$ cat src/rtl/trc_pkg.sv
package trc_pkg;

    localparam int TRC_ADDR_W  = 32;
    localparam int TRC_NIB_W   = 4;
    localparam int TRC_NIBS    = TRC_ADDR_W / TRC_NIB_W;
    localparam int TRC_IDX_W   = $clog2(TRC_NIBS);
    localparam int TRC_NBM1_W  = TRC_IDX_W - 1;

    typedef enum logic [TRC_NIB_W-1:0] {
        PST_NORMAL = 4'h0,
        PST_BRANCH = 4'h5,
        PST_MARK1  = 4'h8,
        PST_MARK2  = 4'h9,
        PST_MARK3  = 4'hA,
        PST_MARK4  = 4'hB,
        PST_EXC    = 4'hC,
        PST_DBG    = 4'hD,
        PST_STOP   = 4'hE,
        PST_HALT   = 4'hF
    } pst_e;

    typedef enum logic [1:0] {
        SER_IDLE = 2'd0,
        SER_MARK = 2'd1,
        SER_DATA = 2'd2
    } ser_state_e;

    typedef struct packed {
        logic [TRC_ADDR_W-1:0] addr;
        logic [TRC_NBM1_W-1:0] nb_m1;
    } xfer_t;

    // Configuration field to (byte count - 1); reserved 00 means full width
    function automatic logic [TRC_NBM1_W-1:0] cfg_to_nbm1(input logic [1:0] cfg);
        logic [TRC_NBM1_W-1:0] r;
        case (cfg)
            2'b01:   r = TRC_NBM1_W'(1);
            2'b10:   r = TRC_NBM1_W'(2);
            default: r = TRC_NBM1_W'(3);
        endcase
        return r;
    endfunction

    function automatic pst_e marker_code(input logic [TRC_NBM1_W-1:0] nb_m1);
        return pst_e'(4'h8 | TRC_NIB_W'(nb_m1));
    endfunction

    function automatic logic [TRC_NIB_W-1:0] nibble_at(input logic [TRC_ADDR_W-1:0] a,
                                                       input logic [TRC_IDX_W-1:0] idx);
        logic [TRC_ADDR_W-1:0] s;
        s = a >> {idx, 2'b00};
        return s[TRC_NIB_W-1:0];
    endfunction

    function automatic logic [TRC_IDX_W-1:0] last_index(input logic [TRC_NBM1_W-1:0] nb_m1);
        return {nb_m1, 1'b1};
    endfunction

endpackage

$ cat src/rtl/trc_addr_queue.sv
module trc_addr_queue
    import trc_pkg::*;
(
    input  logic  clk,
    input  logic  rst,
    input  logic  push_i,
    input  xfer_t push_xfer_i,
    input  logic  pop_i,
    output logic  valid_o,
    output xfer_t head_o
);

    logic  valid_q;
    xfer_t head_q;

    always_ff @(posedge clk) begin
        if (rst) begin
            valid_q <= 1'b0;
            head_q  <= '0;
        end else if (push_i) begin
            valid_q <= 1'b1;
            head_q  <= push_xfer_i;
        end else if (pop_i) begin
            valid_q <= 1'b0;
        end
    end

    assign valid_o = valid_q;
    assign head_o  = head_q;

    // A full entry may only be replaced in the cycle it drains
    assert_no_overwrite_R10: assert property (@(posedge clk) disable iff (rst)
        (valid_q && push_i) |-> pop_i);

    assert_pop_needs_entry_R9: assert property (@(posedge clk) disable iff (rst)
        pop_i |-> valid_q);

endmodule

$ cat src/rtl/trc_addr_ser.sv
module trc_addr_ser
    import trc_pkg::*;
(
    input  logic                 clk,
    input  logic                 rst,
    input  logic                 load_i,
    input  xfer_t                load_xfer_i,
    input  logic                 mark_grant_i,
    output logic                 mark_req_o,
    output pst_e                 mark_code_o,
    output logic                 can_load_o,
    output logic                 busy_o,
    output logic [TRC_NIB_W-1:0] ddata_o
);

    ser_state_e           state_q;
    xfer_t                cur_q;
    logic [TRC_IDX_W-1:0] idx_q;
    logic [TRC_NIB_W-1:0] ddata_q;
    logic                 in_data;
    logic                 last_nib;

    assign in_data  = (state_q == SER_DATA);
    assign last_nib = in_data && (idx_q == last_index(cur_q.nb_m1));

    always_ff @(posedge clk) begin
        if (rst) begin
            state_q <= SER_IDLE;
            cur_q   <= '0;
            idx_q   <= '0;
            ddata_q <= '0;
        end else begin
            case (state_q)
                SER_IDLE: begin
                    ddata_q <= '0;
                    if (load_i) begin
                        cur_q   <= load_xfer_i;
                        state_q <= SER_MARK;
                    end
                end
                SER_MARK: begin
                    ddata_q <= '0;
                    if (mark_grant_i) begin
                        idx_q   <= '0;
                        state_q <= SER_DATA;
                    end
                end
                SER_DATA: begin
                    ddata_q <= nibble_at(cur_q.addr, idx_q);
                    if (last_nib) begin
                        if (load_i) begin
                            cur_q   <= load_xfer_i;
                            state_q <= SER_MARK;
                        end else begin
                            state_q <= SER_IDLE;
                        end
                    end else begin
                        idx_q <= idx_q + 1'b1;
                    end
                end
                default: begin
                    ddata_q <= '0;
                    state_q <= SER_IDLE;
                end
            endcase
        end
    end

    assign mark_req_o  = (state_q == SER_MARK);
    assign mark_code_o = marker_code(cur_q.nb_m1);
    assign can_load_o  = (state_q == SER_IDLE) || last_nib;
    assign busy_o      = (state_q != SER_IDLE);
    assign ddata_o     = ddata_q;

    // Data never starts without the marker having been granted
    assert_marker_before_data_R8: assert property (@(posedge clk) disable iff (rst)
        $rose(in_data) |-> $past(mark_grant_i));

    assert_nibble_order_R3: assert property (@(posedge clk) disable iff (rst)
        (in_data && !last_nib) |=> (in_data && idx_q == $past(idx_q) + 1'b1));

    assert_grant_only_when_waiting_R8: assert property (@(posedge clk) disable iff (rst)
        mark_grant_i |-> mark_req_o);

endmodule

$ cat src/rtl/trc_prio_sel.sv
module trc_prio_sel
    import trc_pkg::*;
(
    input  logic                 clk,
    input  logic                 rst,
    input  logic                 halt_i,
    input  logic                 dbg_i,
    input  logic                 exc_i,
    input  logic                 stop_i,
    input  logic                 br_i,
    input  logic                 mark_req_i,
    input  pst_e                 mark_code_i,
    output logic                 mark_grant_o,
    output logic [TRC_NIB_W-1:0] pst_o
);

    pst_e pst_d;
    pst_e pst_q;
    logic level_busy;

    assign level_busy = halt_i || dbg_i || exc_i || stop_i;

    always_comb begin
        if (halt_i)          pst_d = PST_HALT;
        else if (dbg_i)      pst_d = PST_DBG;
        else if (exc_i)      pst_d = PST_EXC;
        else if (stop_i)     pst_d = PST_STOP;
        else if (br_i)       pst_d = PST_BRANCH;
        else if (mark_req_i) pst_d = mark_code_i;
        else                 pst_d = PST_NORMAL;
    end

    assign mark_grant_o = mark_req_i && !level_busy && !br_i;

    always_ff @(posedge clk) begin
        if (rst) pst_q <= PST_NORMAL;
        else     pst_q <= pst_d;
    end

    assign pst_o = pst_q;

    assert_halt_wins_R7: assert property (@(posedge clk) disable iff (rst)
        halt_i |=> (pst_o == 4'hF));

    assert_branch_reported_R1: assert property (@(posedge clk) disable iff (rst)
        (br_i && !level_busy) |=> (pst_o == 4'h5));

endmodule

$ cat src/rtl/trc_status_enc.sv
module trc_status_enc
    import trc_pkg::*;
(
    input  logic        clk,
    input  logic        rst,
    input  logic        br_taken_i,
    input  logic        br_variant_i,
    input  logic [31:0] br_target_i,
    input  logic [1:0]  cfg_nbytes_i,
    input  logic        exc_active_i,
    input  logic        dbg_active_i,
    input  logic        stop_active_i,
    input  logic        halt_active_i,
    output logic [3:0]  pst_o,
    output logic [3:0]  ddata_o
);

    xfer_t new_xfer;
    xfer_t q_head;
    xfer_t ser_load_xfer;
    logic  var_br;
    logic  q_valid;
    logic  q_push;
    logic  q_pop;
    logic  direct_load;
    logic  ser_load;
    logic  ser_can_load;
    logic  ser_busy;
    logic  mark_req;
    logic  mark_grant;
    pst_e  mark_code;

    assign var_br        = br_taken_i && br_variant_i;
    assign new_xfer.addr  = br_target_i;
    assign new_xfer.nb_m1 = cfg_to_nbm1(cfg_nbytes_i);

    // The buffered branch is older, so it always goes to the serializer first
    assign q_pop         = q_valid && ser_can_load;
    assign direct_load   = !q_valid && var_br && ser_can_load;
    assign q_push        = var_br && !direct_load && (!q_valid || q_pop);
    assign ser_load      = q_valid || var_br;
    assign ser_load_xfer = q_valid ? q_head : new_xfer;

    trc_addr_queue u_queue (
        .clk         (clk),
        .rst         (rst),
        .push_i      (q_push),
        .push_xfer_i (new_xfer),
        .pop_i       (q_pop),
        .valid_o     (q_valid),
        .head_o      (q_head)
    );

    trc_addr_ser u_ser (
        .clk          (clk),
        .rst          (rst),
        .load_i       (ser_load),
        .load_xfer_i  (ser_load_xfer),
        .mark_grant_i (mark_grant),
        .mark_req_o   (mark_req),
        .mark_code_o  (mark_code),
        .can_load_o   (ser_can_load),
        .busy_o       (ser_busy),
        .ddata_o      (ddata_o)
    );

    trc_prio_sel u_prio (
        .clk          (clk),
        .rst          (rst),
        .halt_i       (halt_active_i),
        .dbg_i        (dbg_active_i),
        .exc_i        (exc_active_i),
        .stop_i       (stop_active_i),
        .br_i         (br_taken_i),
        .mark_req_i   (mark_req),
        .mark_code_i  (mark_code),
        .mark_grant_o (mark_grant),
        .pst_o        (pst_o)
    );

    assert_queue_behind_busy_R9: assert property (@(posedge clk) disable iff (rst)
        q_valid |-> ser_busy);

    assert_idle_data_zero_R5: assert property (@(posedge clk) disable iff (rst)
        (!ser_busy && !$past(ser_busy)) |-> (ddata_o == 4'h0));

endmodule

$ cat config.mk
export PLATFORM = sky130hd
export DESIGN_NAME = trc_status_enc
export DESIGN_NICKNAME = d
export VERILOG_FILES = /design/src/rtl/trc_pkg.sv /design/src/rtl/trc_addr_queue.sv /design/src/rtl/trc_addr_ser.sv /design/src/rtl/trc_prio_sel.sv /design/src/rtl/trc_status_enc.sv
export SDC_FILE = /design/constraint.sdc
export NUM_CORES = 1
export LEC_CHECK = 0
export BUFFER_PORTS_ARGS = -buffer_cell sky130_fd_sc_hd__buf_2
export CELL_PAD_IN_SITES_DETAIL_PLACEMENT = 1
export CELL_PAD_IN_SITES_GLOBAL_PLACEMENT = 2
export CORE_UTILIZATION = 40
export DETAILED_ROUTE_END_ITERATION = 10
export GPL_TIMING_DRIVEN = 0
export PLACE_DENSITY_LB_ADDON = 0.1
export SLEW_MARGIN = 5
export SYNTH_ARGS = -nofsm -noshare
export SYNTH_HDL_FRONTEND = slang
export SYNTH_SLANG_ARGS = --single-unit
$ cat constraint.sdc
create_clock -name clk -period 2.8 [get_ports clk]
set_input_delay 0.42 -clock clk [delete_from_list [all_inputs] [get_ports clk]]
set_output_delay 0.42 -clock clk [all_outputs]
set_load 0.01 [all_outputs]
==> results of run 1 <==
[cells in the final DEF (no fill, tap or decap), drive strengths merged, types with 8 or more instances in the layout]
| cell type | count |
|---|---|
| a21oi | 42 |
| a31oi | 34 |
| buf | 83 |
| clkbuf | 33 |
| dfxtp | 82 |
| mux2 | 32 |
| mux4 | 8 |
| nand2 | 8 |
| nand4 | 35 |
| nor2 | 9 |
| nor3 | 33 |
| nor4 | 35 |
| o31ai | 34 |
[metrics by stage]
step	cell area [um^2]	std cells	utilization
floorplan	4420	454	-
CTS	5020	657	0.465
global placement	4830	641	0.448
global route	5020	657	0.465
finish	5020	657	0.465
detailed placement	4830	641	0.448
[synth_stat cells, types with 3 or more instances]
master,count
dfxtp_1,82
a21oi_1,41
nand4_1,35
nor4_1,35
a31oi_1,33
nor3_1,33
mux2_2,31
o31ai_2,30
clkbuf_1,22
buf_2,18
buf_6,10
nor2_1,9
mux4_2,8
nand2_1,8
buf_4,6
mux2i_1,5
nor2b_1,4
o31ai_1,4
inv_1,3
nand3_1,3
[critical path, cell delays in order, from the launching register on]
cell and delay, ps:
dfxtp_1 350, buf_2 300, buf_2 340, nand4_1 410
buf_2 350, nand4_1 120, a21oi_1 70
[power by group]
part / internal [uW] / switching (uW) / total, uW
clock: 410 / 455 / 865
sequential: 1230 / 40.9 / 1270
combinational: 161 / 219 / 380
total: 1800 / 715 / 2510
[cell type report]
class                           count  area share
Clock buffer                       11      0.0262
Multi-Input combinational cell    309       0.483
Buffer                             58      0.0673
Sequential cell                    82       0.327
Inverter                            5     0.00374
Timing Repair Buffer               47      0.0469
Tap cell                          140      0.0349
Clock inverter                      5      0.0110
[per-layer routing]
layer / up-vias / routed length (um) / global-route usage
met5: - / 0 / 0
met4: 0 / 148 / 0.0734
met3: 13 / 392 / 0.0310
met2: 73 / 6390 / 0.407
met1: 1960 / 6700 / 0.359
li1: 1879 / - / -
[cell families after synthesis]
logic type | after synthesis | share of synthesized area
flops | 82 | 0.371
mux | 45 | 0.134
buf+inv | 63 | 0.0806
fa+ha+maj | 1 | 0.00283
xor+xnor | 3 | 0.0144
simple gates | 137 | 0.179
compound gates | 123 | 0.218
[final timing paths]
check,cells past startpoint,slack [ps],start,endpoint
max,6,720,u_ser.idx_q[0],u_queue.head_o[16]
min reg2reg,2,470,u_queue.head_o[27],u_queue.head_o[27]
max reg2reg,6,720,u_ser.idx_q[0],u_queue.head_o[16]
min,3,300,halt_active_i,u_prio.pst_o[1]
[flip-flops by register name (all words and copies together), names as in the netlist]
name,flops
u_prio.pst_o,4
u_queue.head_o,34
u_queue.valid_o,1
u_ser.cur_q,32
u_ser.ddata_o,4
u_ser.idx_q,3
u_ser.mark_code_o,2
u_ser.state_q,2
==> run_results.csv, run 1 <==
group,metric,value,unit
sta,max_freq,0.481,GHz
placed_design,hpwl,9.86,mm
finish,fin_nets,555,
worst_setup_path,crit_fanout,10,
finish,areaGrowthSynthToFinish,13.5,%
routing,vias,3925,
finish,register_area,1640,um^2
power,peakVddDrop,264,uV
synthesis,netlist_area,4420,um^2
worst_setup_path,arrival,2290,ps
routing,drtIter0Drc,211,
grt,antenna_found_initial,0,
grt,grt_usage,0.255,
synthesis,synth.area.top_cells,"dfxtp_1 (37%), o31ai_2 (8.5%), mux2_2 (7.9%), nand4_1 (5.0%), nor4_1 (5.0%)",
cts,cts.clk_slew.worst_paths,90,ps
floorplanning,die_area,11500,um^2
placed_design,post-place-ws,761,ps
run,maxCapViolCount,0,
synthesis,synth_edf_count,0,
synthesis,ys.flop_type,"dfxtp_1",
sta,timing_hold_violations_final,0,
finish,num_antenna_cells,0,
cts,postCtsHoldBufs,0,
floorplanning,die_x,107,um
synthesis,synth_fp_nets,497,
routing,wirelength,13.6,mm
sta,finalCriticalPeriod,2080,ps
synthesis,ys_ff_latch,82,
status,outcome,"complete, no violations",
cts,cts-root-buf,"clkbuf_8",
power,finalPower,2510,uW
floorplanning,core_area,10800,um^2
floorplanning,rows,38,
worst_setup_path,endpoint_kind,"flop",
power,power_density,501,nW/um^2
finish,filler_cell_count,1245,
sta,holdWs,303,ps
sta,relSlewSlack,0.521,
cts,cts_sinks,82,
synthesis,syn_inst,454,
sta,min_period_over_period,0.742,
synthesis,yosysSeqAreaShare,0.371,
worst_setup_path,critPathKind,"reg -> reg",
cts,post_cts_resized,0,
cts,cts_buffers,9,
synthesis,synthArstFlopShare,0,
sta,fin_skew,9.31,ps
synthesis,syn_avg_cell_area,9.74,um^2
floorplanning,pin_count,50,
placed_design,io_buffers,47,
synthesis,synth_top_area_frac,0.371,
routing,postRouteAntennaNets,0,
min_path,hp-class,"in -> reg",
synthesis,yosys.area.top_type,"dfxtp_1",
synthesis,synth_cell_type_count,48,
grt,grt_max_degree,14,
routing,avgRoutedWirePerCell,20.7,um
power,p_leak,0.00166,uW
sta,timing.final.ws_setup,723,ps
sta,drv_slew,0,
routing,drc,0,
finish,multi_input_area,2420,um^2
finish,drive_above_1_share,0.337,
cts,cts_buffer_depth,2,
routing,via_per_inst,5.97,
grt,grt_pass1_wl,22.1,mm
worst_setup_path,cp_data_required_time,3020,ps
floorplanning,initial_core_util,0.410,
grt,overflow,0,
sta,fin_setup_tns,0,ps
routing,dr.pass1.iters,4,
placed_design,gp_congestion,0.796,
sta,setup_violations,0,
cts,h-tree-depth,3,
floorplanning,die_h,107,um
sta,rsz0062_at_grt,"no",
synthesis,yosysWarnings,0,
worst_setup_path,start_kind,"flop",
cts,cts_tree,"done",
cts,clock_latency,360,ps
sta,timing_worst_slew_pin_value,719,ps
cts,post-cts-setup-buffers,0,
grt,grt_pass1_vias,4015,
(Power assumes the default switching activity.)
==> inputs of run 2 (changes only) <==
ABC_AREA = 1   (was default)
CORE_UTILIZATION = 28   (was 40)
clock period = 1.8 ns   (was 2.8 ns; I/O delays follow)
==> run 2 against run 1 <==
Clock-buffer cell count shrank 2. Clock power increased by 110%. Utilization down 12 points. Via count is 3.7% higher. Critical endpoint is now u_queue.head_o[20]. Largest cell class unchanged. Highest routed layer unchanged.
==> run_results.csv, run 2 <==
group,metric,value,unit
finish,final_cells,890,
synthesis,synthArstFlopShare,0,
finish,fin_nets,748,
finish,num_antenna_cells,0,
sta,finalCriticalPeriod,1690,ps
finish,register_area,1640,um^2
finish,drive_above_1_share,0.146,
cts,cts-root-buf,"clkbuf_16",
synthesis,synthTopCellsByCount,"inv_1 (127), nand2_1 (122), o21ai_0 (91)",
finish,multi_input_area,1790,um^2
worst_setup_path,cp_data_required_time,2050,ps
finish,largest_reg_flops,34,
synthesis,synth_fp_nets,684,
sta,timing_hold_violations_final,0,
sta,fin_skew,6.86,ps
synthesis,syn_avg_cell_area,6.41,um^2
grt,grtUsageMet1,0.267,
worst_setup_path,endpoint_kind,"flop",
synthesis,netlist_area,4110,um^2
placed_design,gp_congestion,0.779,
sta,timing_worst_slew_pin_value,639,ps
routing,avgRoutedWirePerCell,15.0,um
grt,grt_pass1_vias,4069,
grt,grt_pass1_wl,21.4,mm
floorplanning,die_h,123,um
grt,grt_usage,0.191,
floorplanning,initial_core_util,0.292,
finish,final_cell_mix,"inv_1 (127), nand2_1 (122), nor2_1 (89)",
finish,final_common_cell,"inv_1",
routing,postRouteAntennaNets,0,
sta,min_period_over_period,0.940,
synthesis,yosysWarnings,0,
grt,antenna_found_initial,0,
power,p_leak,0.00226,uW
placed_design,post-place-ws,-79.4,ps
sta,drv_slew,0,
floorplanning,die_area,15200,um^2
run,maxCapViolCount,0,
cts,clock_latency,350,ps
grt,grt_max_degree,16,
cts,cts_sinks,82,
routing,vias,4069,
floorplanning,pin_count,50,
finish,areaGrowthSynthToFinish,19.8,%
synthesis,ys.flop_type,"dfxtp_1",
worst_setup_path,start_kind,"flop",
worst_setup_path,crit_chain,"clkbuf_4 > xnor2_1 > nand3_1 > nand3_4 > buf_2 > buf_4 > nand4_1 > nand2_1 > nor2_1",
cts,cts_tree,"done",
synthesis,synth_cell_type_count,23,
floorplanning,core_area,14100,um^2
cts,cts.clk_slew.worst_paths,70,ps
synthesis,syn_inst,641,
synthesis,yosysSeqAreaShare,0.399,
floorplanning,rows,43,
cts,cts_buffers,9,
worst_setup_path,critical-path-slowest-cell,"dfxtp_1",
grt,use_met3,0.0235,
synthesis,synth_top_area_frac,0.399,
sta,setup_violations,0,
finish,final_util,0.349,
power,peakVddDrop,457,uV
worst_setup_path,slowest_delay,320,ps
min_path,hp-class,"in -> reg",
worst_setup_path,critPathKind,"reg -> reg",
status,outcome,"complete, no violations",
sta,relSlewSlack,0.574,
grt,overflow,0,
finish,filler_cell_count,1854,
routing,wirelength,13.4,mm
routing,dr.pass1.iters,4,
cts,h-tree-depth,3,
synthesis,ys_ff_latch,82,
grt,top_usage_layer,"met2",
power,power_density,884,nW/um^2
cts,cts_buffer_depth,2,
routing,drc,0,
synthesis,synth.area.top_cells,"dfxtp_1 (40%), inv_1 (12%), nand2_1 (11%), o21ai_0 (11%), nor2_1 (8.2%)",
floorplanning,die_x,123,um
worst_setup_path,arrival,1940,ps
synthesis,yosys.area.top_type,"dfxtp_1",
sta,max_freq,0.591,GHz
placed_design,io_buffers,48,
routing,drtIter0Drc,159,
sta,timing.final.ws_setup,107,ps
sta,holdWs,170,ps
sta,rsz0062_at_grt,"no",
placed_design,hpwl,10.0,mm
synthesis,yosysMostFrequentCell,"inv_1",
placed_design,dp_cells,869,
power,finalPower,4350,uW
worst_setup_path,crit_fanout,9,
grt,grtUsageMet2,0.299,
routing,via_per_inst,4.57,
synthesis,synth_edf_count,0,
## run 2: cell count changes in the layout (fill, tap and decap cells not counted), moves of 12 or more
cell | before | now
nor3_1 | 33 | 1
clkbuf_1 | 24 | 11
o21ai_1 | 1 | 15
nand2_1 | 8 | 122
nor4_1 | 35 | 0
a21oi_1 | 41 | 29
o21ai_0 | 2 | 76
a31oi_1 | 33 | 4
o31ai_2 | 30 | 0
mux2_2 | 31 | 0
nor2_1 | 9 | 89
inv_1 | 3 | 127
## run 2: what timing repair did
item / in CTS / in global routing
resized for setup: 9 / 33
hold buffers: 0 / 0
setup buffers: 0 / 5
pin swaps: 0 / 2
endpoints found under the setup margin: 22 / 70
cloned: 0 / 0
## run 2: worst max-delay path: cells and delay by family, from the launching register on
kind,cells,cell delay (ps)
simple gates,5,550
buf+inv,3,530
flops,1,320
xor+xnor,1,200
## run 2: where the power goes
group / switching [uW] / total, uW / internal, uW
registers: 50.0 / 1980 / 1930
logic: 383 / 589 / 206
clock network: 842 / 1790 / 945
total: 1280 / 4350 / 3080
## run 2: stage by stage
stage,setup TNS (ps),area [um^2]
detailed placement,-1080,4580
CTS,0,4860
finish,0,4930
floorplan,0,4110
global placement,-893,4580
global route,0,4930
## run 2: cells by family (layout without fill, tap and decap cells)
family / after synthesis / in the layout / share of synthesized area
xor gates and xnor gates: 2 / 2 / 0.00426
AOI/OAI and AO/OA: 129 / 129 / 0.161
buffers and inverters: 172 / 241 / 0.168
and+or+nand+nor: 255 / 255 / 0.264
DFF: 82 / 82 / 0.399
adders and majority gates: 1 / 1 / 0.00304
## run 2: final timing paths
check                        from                  to  slack, ps  depth (start not counted)
hold reg to reg   u_ser.cur_q[23]     u_ser.cur_q[23]        460                          2
hold / removal      halt_active_i     u_prio.pst_o[1]        170                          3
setup / recovery   u_ser.idx_q[1]  u_queue.head_o[20]        110                          9
setup reg to reg   u_ser.idx_q[1]  u_queue.head_o[20]        110                          9
## run 2: cell type report
type	instances	share of cell area
timing repair buffer	53	0.0559
tap	180	0.0457
buffer	40	0.0452
sequential	82	0.334
clock buffer	9	0.0457
inverter	132	0.101
multi-input combinational	387	0.363
clock inverter	7	0.0104
## run 2: metal layers
layer | part of all wire | wire (um)
met2 | 0.44 | 5880
met5 | 0 | 0
met4 | 0.015 | 206
met1 | 0.53 | 7020
met3 | 0.019 | 255
==> inputs of run 3 (changes only) <==
ABC_AREA = default   (was 1)
CORE_UTILIZATION = 34   (was 28)
==> run 3 against run 2 <==
Utilization increased by 8.2 points. Flip-flop and latch count unchanged. Worst hold slack got worse by 5.6 ps. Global-route usage increased by 3.4 points. Clock-buffer cell count increased by 2. First-iteration DRC count decreased by 19%. Register-to-register slack got worse by 90 ps. Combinational power increased by 8.1%. Maximum frequency decreased by 4.8%.
==> run_results.csv, run 3 (same netlist as run 1, synthesis figures left out) <==
group,metric,value,unit
placed_design,io_buffers,47,
grt,grt_usage,0.225,
floorplanning,die_h,116,um
finish,drive_above_1_share,0.400,
placed_design,dpl-instance-area,4870,um^2
cts,cts_buffer_depth,2,
routing,drtIter0Drc,129,
worst_setup_path,start_kind,"flop",
placed_design,post-place-ws,-256,ps
power,p_leak,0.00184,uW
worst_setup_path,arrival,2050,ps
cts,cts_tree,"done",
sta,fin_skew,5.88,ps
sta,rsz0062_at_grt,"yes",
routing,postRouteAntennaNets,0,
routing,via_per_inst,5.69,
worst_setup_path,cp_data_required_time,2070,ps
finish,final_common_cell,"dfxtp_1",
cts,cts_buffers,9,
placed_design,hpwl,10.3,mm
worst_setup_path,crit_fanout,10,
finish,final_util,0.431,
cts,cts-root-buf,"clkbuf_16",
cts,clock_latency,350,ps
grt,overflow,0,
placed_design,gp_congestion,0.762,
sta,timing_hold_violations_final,0,
power,power_density,869,nW/um^2
min_path,hp-class,"in -> reg",
status,outcome,"complete, no violations",
power,peakVddDrop,400,uV
floorplanning,initial_core_util,0.349,
worst_setup_path,slowest_delay,340,ps
run,maxCapViolCount,0,
finish,final_cell_mix,"dfxtp_1 (81), buf_2 (58), a21oi_1 (40)",
finish,num_antenna_cells,0,
routing,dr.pass1.iters,4,
routing,drc,0,
grt,grt_pass1_vias,3882,
grt,grt_pass1_wl,22.4,mm
power,finalPower,4750,uW
worst_setup_path,critPathKind,"reg -> reg",
finish,fin_area,5470,um^2
cts,cts_sinks,82,
sta,relSlewSlack,0.536,
routing,vias,3983,
grt,grt_max_degree,14,
sta,finalCriticalPeriod,1780,ps
floorplanning,rows,41,
worst_setup_path,worst_path_most_repeated_cell,"buf_6",
sta,timing_worst_slew_pin_value,696,ps
worst_setup_path,r2r.worst_path.cells,8,
grt,antenna_found_initial,0,
worst_setup_path,endpoint_kind,"flop",
finish,fin_nets,566,
cts,cts.clk_slew.worst_paths,60,ps
cts,postCtsHoldBufs,0,
routing,avgRoutedWirePerCell,20.6,um
worst_setup_path,crit_chain,"buf_8 > xnor2_4 > buf_4 > and4_4 > buf_6 > buf_6 > o31ai_2 > a21oi_1",
floorplanning,core_area,12700,um^2
sta,min_period_over_period,0.988,
worst_setup_path,critical-path-slowest-cell,"dfxtp_1",
finish,areaGrowthSynthToFinish,23.6,%
sta,timing.final.ws_setup,22.1,ps
sta,max_freq,0.562,GHz
sta,setup_violations,0,
floorplanning,die_area,13500,um^2
floorplanning,die_x,116,um
cts,h-tree-depth,3,
min_path,holdPathStages,3,
sta,drv_slew,0,
floorplanning,pin_count,50,
finish,largest_reg_flops,34,
routing,wirelength,14.4,mm
## run 3: cell count changes in the layout (fill, tap and decap cells not counted), moves of 22 or more
cell,previous run,this run
inv_1,127,3
nor4_1,0,22
o21ai_0,76,2
nor3_1,1,33
o31ai_2,0,30
a31oi_1,4,32
mux2_2,0,31
nand2_1,122,8
nor2_1,89,9
## run 3: final timing paths
| path | from | end | slack, ps |
|---|---|---|---|
| worst max-delay path | u_ser.idx_q[1] | u_queue.head_o[8] | 20 |
| worst min register to register | u_queue.head_o[27] | u_queue.head_o[27] | 470 |
| worst min-delay path | halt_active_i | u_prio.pst_o[1] | 160 |
| worst max register to register | u_ser.idx_q[1] | u_queue.head_o[8] | 20 |
## run 3: layout make-up
class,count,area (um^2)
plain buffers,58,380
clock buffers,11,233
clock inverters,5,103
fillers,1470,7210
inverters,5,18.8
multi-input cells,309,2540
flip-flops and latches,82,1640
well taps,172,215
repair buffers,58,330
## run 3: worst max-delay path, delay by kind of cell, from the launching register on
family / cells / cell delay, ps
AOI/OAI and AO/OA: 2 / 230
xor gates and xnor gates: 1 / 260
buffers and inverters: 4 / 650
DFF: 1 / 340
and+or+nand+nor: 1 / 210
## run 3: per-stage QoR
stage / std cells / hold WS [ps] / TNS, ps
4_1_cts: 691 / 155 / -63.3
3_5_place_dp: 673 / 463 / -9710
2_1_floorplan: 454 / 387 / 0
3_3_place_gp: 673 / 453 / -8170
6_report: 700 / 165 / 0
5_1_grt: 700 / 174 / -521
## run 3: power breakdown
| group | switching [uW] | internal (uW) | leakage (uW) |
|---|---|---|---|
| Clock | 777 | 1360 | 0.000160 |
| Combinational | 360 | 277 | 0.00101 |
| Sequential | 65.7 | 1910 | 0.000670 |
## run 3: repair_timing
| item | 4_1_cts | 5_1_grt |
|---|---|---|
| gates resized for setup | 24 | 24 |
| buffers inserted | 2 | 9 |
| pin swaps | 2 | 4 |
| setup endpoints to repair | 63 | 61 |
## run 3: per-layer routing
layer,part of all wire,global-route usage,vias to the layer above
met1,0.48,0.314,1992
met2,0.47,0.359,66
met5,0,0,-
met4,0.013,0.0726,0
li1,-,-,1913
met3,0.037,0.0298,12
